[src/rtl/flash_cs_pkg.sv]
package flash_cs_pkg;

    typedef enum logic [2:0] {
        ST_IDLE,
        ST_SETUP,
        ST_ACTIVE,
        ST_RELEASE,
        ST_HOLD,
        ST_GAP
    } cs_state_e;

    typedef enum logic [1:0] {
        HOLD_NONE    = 2'd0,
        HOLD_SHORT   = 2'd1,
        HOLD_LONG    = 2'd2,
        HOLD_FOREVER = 2'd3
    } hold_mode_e;

    typedef enum logic [1:0] {
        SPAN_SETUP,
        SPAN_RELEASE,
        SPAN_GAP,
        SPAN_HOLD
    } span_sel_e;

endpackage

[src/rtl/flash_cs_span_decode.sv]
module flash_cs_span_decode
    import flash_cs_pkg::*;
#(
    parameter int IDLE_W         = 4,
    parameter int HOLD_SHORT_CYC = 32,
    parameter int HOLD_LONG_CYC  = 128,
    parameter int CNT_W          = 9
) (
    input  logic              setup_long,
    input  logic              release_long,
    input  logic [IDLE_W-1:0] idle_len,
    input  logic [1:0]        hold_mode,
    input  span_sel_e         sel,
    output logic [CNT_W-1:0]  span
);

    localparam logic [CNT_W-1:0] HALF_ONE   = CNT_W'(1);
    localparam logic [CNT_W-1:0] HALF_THREE = CNT_W'(3);
    localparam logic [CNT_W-1:0] HOLD_S     = CNT_W'(2 * HOLD_SHORT_CYC);
    localparam logic [CNT_W-1:0] HOLD_L     = CNT_W'(2 * HOLD_LONG_CYC);

    logic [CNT_W-1:0] gap_span;
    logic [CNT_W-1:0] hold_span;

    // Deselect span in half periods: two per serial cycle, stored value plus one.
    assign gap_span = (CNT_W'(idle_len) + CNT_W'(1)) << 1;

    // An unlimited hold loads zero, which the counter never counts down from.
    always_comb begin
        unique case (hold_mode_e'(hold_mode))
            HOLD_SHORT: hold_span = HOLD_S;
            HOLD_LONG:  hold_span = HOLD_L;
            default:    hold_span = '0;
        endcase
    end

    always_comb begin
        unique case (sel)
            SPAN_SETUP:   span = setup_long   ? HALF_THREE : HALF_ONE;
            SPAN_RELEASE: span = release_long ? HALF_THREE : HALF_ONE;
            SPAN_GAP:     span = gap_span;
            SPAN_HOLD:    span = hold_span;
            default:      span = HALF_ONE;
        endcase
    end

endmodule

[src/rtl/flash_cs_span_counter.sv]
module flash_cs_span_counter #(
    parameter int CNT_W = 9
) (
    input  logic             clk,
    input  logic             rst,
    input  logic             load,
    input  logic [CNT_W-1:0] load_val,
    input  logic             tick,
    output logic             expire
);

    logic [CNT_W-1:0] cnt_q;

    always_ff @(posedge clk) begin
        if (rst) begin
            cnt_q <= '0;
        end else if (load) begin
            cnt_q <= load_val;
        end else if (tick && (cnt_q != '0)) begin
            cnt_q <= cnt_q - CNT_W'(1);
        end
    end

    // The last tick of a span; a zero count never expires.
    assign expire = tick && (cnt_q == CNT_W'(1));

endmodule

[src/rtl/flash_cs_timer.sv]
module flash_cs_timer
    import flash_cs_pkg::*;
#(
    parameter int IDLE_W         = 4,
    parameter int HOLD_SHORT_CYC = 32,
    parameter int HOLD_LONG_CYC  = 128
) (
    input  logic              clk,
    input  logic              rst,
    input  logic              en,
    input  logic              half_tick,
    input  logic              req,
    input  logic              req_seq,
    input  logic              xfer_done,
    input  logic              setup_long,
    input  logic              release_long,
    input  logic [IDLE_W-1:0] idle_len,
    input  logic [1:0]        hold_mode,
    output logic              cs_n,
    output logic              grant,
    output logic              grant_cont
);

    localparam int GAP_TOP  = 1 << IDLE_W;
    localparam int SPAN_TOP = 2 * ((HOLD_LONG_CYC > GAP_TOP) ? HOLD_LONG_CYC : GAP_TOP);
    localparam int CNT_W    = $clog2(SPAN_TOP + 1);

    cs_state_e        state_q, state_d;
    logic             cont_q, cont_d;
    logic             span_load;
    span_sel_e        span_sel;
    logic [CNT_W-1:0] span_val;
    logic             span_expire;
    logic             hold_off;

    assign hold_off = (hold_mode_e'(hold_mode) == HOLD_NONE);

    flash_cs_span_decode #(
        .IDLE_W        (IDLE_W),
        .HOLD_SHORT_CYC(HOLD_SHORT_CYC),
        .HOLD_LONG_CYC (HOLD_LONG_CYC),
        .CNT_W         (CNT_W)
    ) u_decode (
        .setup_long  (setup_long),
        .release_long(release_long),
        .idle_len    (idle_len),
        .hold_mode   (hold_mode),
        .sel         (span_sel),
        .span        (span_val)
    );

    flash_cs_span_counter #(
        .CNT_W(CNT_W)
    ) u_counter (
        .clk     (clk),
        .rst     (rst),
        .load    (span_load),
        .load_val(span_val),
        .tick    (half_tick),
        .expire  (span_expire)
    );

    // State register
    always_ff @(posedge clk) begin
        if (rst) begin
            state_q <= ST_IDLE;
            cont_q  <= 1'b0;
        end else begin
            state_q <= state_d;
            cont_q  <= cont_d;
        end
    end

    // Next-state and span loading
    always_comb begin
        state_d   = state_q;
        cont_d    = cont_q;
        span_load = 1'b0;
        span_sel  = SPAN_SETUP;
        if (!en) begin
            unique case (state_q)
                ST_IDLE: state_d = ST_IDLE;
                ST_GAP: begin
                    if (span_expire) begin
                        state_d = ST_IDLE;
                    end
                end
                default: begin
                    state_d   = ST_GAP;
                    span_load = 1'b1;
                    span_sel  = SPAN_GAP;
                end
            endcase
        end else begin
            unique case (state_q)
                ST_IDLE: begin
                    if (req) begin
                        state_d   = ST_SETUP;
                        cont_d    = 1'b0;
                        span_load = 1'b1;
                        span_sel  = SPAN_SETUP;
                    end
                end
                ST_SETUP: begin
                    if (span_expire) begin
                        state_d = ST_ACTIVE;
                    end
                end
                ST_ACTIVE: begin
                    if (xfer_done) begin
                        state_d   = ST_RELEASE;
                        span_load = 1'b1;
                        span_sel  = SPAN_RELEASE;
                    end
                end
                ST_RELEASE: begin
                    if (span_expire) begin
                        span_load = 1'b1;
                        if (hold_off) begin
                            state_d  = ST_GAP;
                            span_sel = SPAN_GAP;
                        end else begin
                            state_d  = ST_HOLD;
                            span_sel = SPAN_HOLD;
                        end
                    end
                end
                ST_HOLD: begin
                    if (req && req_seq) begin
                        state_d = ST_ACTIVE;
                        cont_d  = 1'b1;
                    end else if (req || span_expire) begin
                        state_d   = ST_GAP;
                        span_load = 1'b1;
                        span_sel  = SPAN_GAP;
                    end
                end
                ST_GAP: begin
                    if (span_expire) begin
                        state_d = ST_IDLE;
                    end
                end
                default: state_d = ST_IDLE;
            endcase
        end
    end

    // Outputs: chip-select drops out at once on reset or disable
    always_comb begin
        cs_n       = 1'b1;
        grant      = 1'b0;
        grant_cont = 1'b0;
        if (!rst && en) begin
            unique case (state_q)
                ST_SETUP, ST_RELEASE, ST_HOLD: cs_n = 1'b0;
                ST_ACTIVE: begin
                    cs_n       = 1'b0;
                    grant      = 1'b1;
                    grant_cont = cont_q;
                end
                default: cs_n = 1'b1;
            endcase
        end
    end

endmodule

[config.mk]
export PLATFORM = sky130hd
export DESIGN_NAME = flash_cs_timer
export DESIGN_NICKNAME = d
export VERILOG_FILES = /design/src/rtl/flash_cs_pkg.sv /design/src/rtl/flash_cs_span_decode.sv /design/src/rtl/flash_cs_span_counter.sv /design/src/rtl/flash_cs_timer.sv
export SDC_FILE = /design/constraint.sdc
export NUM_CORES = 1
export LEC_CHECK = 0
export BUFFER_PORTS_ARGS = -buffer_cell sky130_fd_sc_hd__buf_2
export CELL_PAD_IN_SITES_DETAIL_PLACEMENT = 1
export CELL_PAD_IN_SITES_GLOBAL_PLACEMENT = 2
export CORE_AREA = 3 3 65 67
export CTS_BUF_LIST = sky130_fd_sc_hd__clkbuf_8 sky130_fd_sc_hd__clkbuf_16
export DETAILED_ROUTE_END_ITERATION = 10
export DIE_AREA = 0 0 68 70
export PLACE_DENSITY_LB_ADDON = 0.3
export SKIP_CTS_REPAIR_TIMING = 1
export SLEW_MARGIN = 40
export SYNTH_ARGS = -nofsm -noshare
export SYNTH_HDL_FRONTEND = slang
export SYNTH_SLANG_ARGS = --single-unit
[constraint.sdc]
create_clock -name clk -period 2.4 [get_ports clk]
set_input_delay 0 -clock clk [delete_from_list [all_inputs] [get_ports clk]]
set_output_delay 0 -clock clk [all_outputs]
set_load 0.02 [all_outputs]
==> impl_metrics.tcl <==
set metrics [dict create \
    antenna_found_initial 0 \
    fmax_ghz 0.473 \
    finalPower_uw 1270 \
    ys_seq_elements 13 \
    area_growth_pct 14.6 \
    min_path_type "in2reg" \
    core-area_um2 3690 \
    ys_seq_area_share_pct 21.5 \
    crit_fanout 12 \
    antenna_left 0 \
    synth_top_area_share_pct 21.5 \
    min_period_ns 2.12 \
    synthTopCellsByCount "nor2_1, dfxtp_1, nand2_1, nor3_1" \
    synth_most_common_cell "nor2_1" \
    skew_ns 0.00496 \
    antennaDiodeCount 0 \
    final_area_um2 1390 \
    vias 1275 \
    cp_slowest_cell "dfxtp_1" \
    gp_congestion 0.805 \
    startpoint_type "register" \
    hold_depth 3 \
    std_cell_rows 22 \
    syn_nets 171 \
    synth_area_leaders "dfxtp_1, nor2_1, ha_1" \
    die_w_um 68 \
    drv_cap 0 \
    dp_cells 214 \
    die_height_um 70 \
    synth_ff_type "dfxtp_1" \
    clock_path_buffers 2 \
    cts_tree "yes" \
    h-tree-depth 1 \
    synth_edf_count 0 \
    wl_per_cell_um 16.9 \
    post-route-period-util_pct 88.2 \
    outcome "finished clean" \
    vias_per_cell 5.85 \
    ir_worst_vdd_mv 0.228 \
    grt_start_max_net_pins 18 \
    root_buffer "clkbuf_8" \
    drc 0 \
    clock_latency_ns 0.24 \
    setup_tns_ns 0 \
    cpPeakStageDelay_ns 0.43 \
    postPlaceCellArea_um2 1330 \
    drt_pass1_iterations 4 \
    dp_hpwl_um 2920 \
    cts_made_buffers 3 \
    globalRoute.totalOverflow 0 \
    synth.distinct_cells 56 \
    ys_warn_count 0 \
    crit_path_cell_trace "nor2_1 -> nand2_1 -> o32ai_4 -> a21boi_2 -> a211o_1 -> o22ai_1" \
    start_util_pct 32.8 \
    arrival_ns 2.28 \
    critPathKind "reg2reg" \
    tightest_slew_ns 0.607 \
    die_area_um2 4760 \
    nets 190 \
    syn_area_per_cell_um2 7.95 \
    critPathCaptureType "register" \
    grt.total_usage_pct 17.2 \
    power.leakage_uw 0.000542 \
    synth.largest_area_cell "dfxtp_1" \
    instances_no_fill 218 \
    power_density_nw_per_um2 918 \
    cts_num_sinks 13 \
    grt_pass1_vias 1302 \
    required_ns 2.57 \
    wirelength_um 3680 \
    slew_headroom_pct 59.4 \
    async_flop_share_pct 0 \
    ff2ff_path_depth 6 \
    rsz0062_at_grt "no" \
    place.port_buffers 17 \
    drive_above_1_share_pct 22.9 \
    io_pins 18 \
    clk_pin_slew_ns 0.06 \
    slew_viol_final 0 \
    synth_area_um2 1210 \
    whs_ns 0.0636 \
    grt_pass1_wl_um 6390 \
    synthCells 152 \
    finalHoldViolations 0 \
    setup_violations 0 \
    dr.first_iter.drc_count 70 \
]
==> sequential cells by signal (all words and copies together), names as in the netlist <==
name	count
u_counter.cnt_q	9
state_q	3
cont_q	1
==> area by class of cell <==
cell class	instances	area (um^2)
inverter	6	22.5
fill	481	2300
tap	48	60.1
clock buffer	3	41.3
clock inverter	1	3.75
timing repair buffer	19	100
multi-input combinational	128	896
sequential	13	262
==> power by group <==
part	internal, uW	leakage [uW]	total, uW	switching [uW]
logic	307	0.000408	696	389
clock network	113	0.0000269	197	83.9
registers	281	0.000107	379	97.7
==> critical path, delay by kind of cell (launching register included) <==
family / cells / cell delay, ns
simple gates: 2 / 0.55
flops: 1 / 0.43
compound gates: 4 / 1.06
==> metal layers <==
metal | GRT usage, % | routed length, um | vias up
met5 | 0 | 0 | -
met4 | 3.31 | 19 | 0
met2 | 27.2 | 1700 | 22
met1 | 24.5 | 1780 | 630
met3 | 2.57 | 174 | 2
li1 | - | - | 621
==> per-stage QoR <==
step                utilization (%)  worst slack (ns)
floorplan                         -             0.566
global placement               36.0             0.158
detailed placement             36.0             0.172
CTS                            37.2             0.150
global route                   37.6            0.0581
finish                         37.6             0.284
==> cells in the final DEF (no fill, tap or decap), types with 6 or more instances in the layout <==
cell	count
buf_2	17
dfxtp_1	12
inv_1	6
nand2_1	10
nand3_1	7
nor2_1	18
nor3_1	10
o21ai_0	7
==> cells by family after synthesis <==
group	after synthesis	synth area share (%)
simple gates	71	32.8
buf+inv	11	5.28
compound gates	45	30.3
fa+ha+maj	4	4.14
xor+xnor	7	5.07
mux	1	0.828
flops	13	21.5
==> final timing paths <==
| kind | start | end | slack [ns] |
|---|---|---|---|
| max | state_q[1] | u_counter.cnt_q[5] | 0.28 |
| min | idle_len[3] | u_counter.cnt_q[5] | 0.06 |
| max reg2reg | state_q[1] | u_counter.cnt_q[5] | 0.28 |
| min reg2reg | cont_q | cont_q | 0.53 |
(Power assumes the default switching activity.)
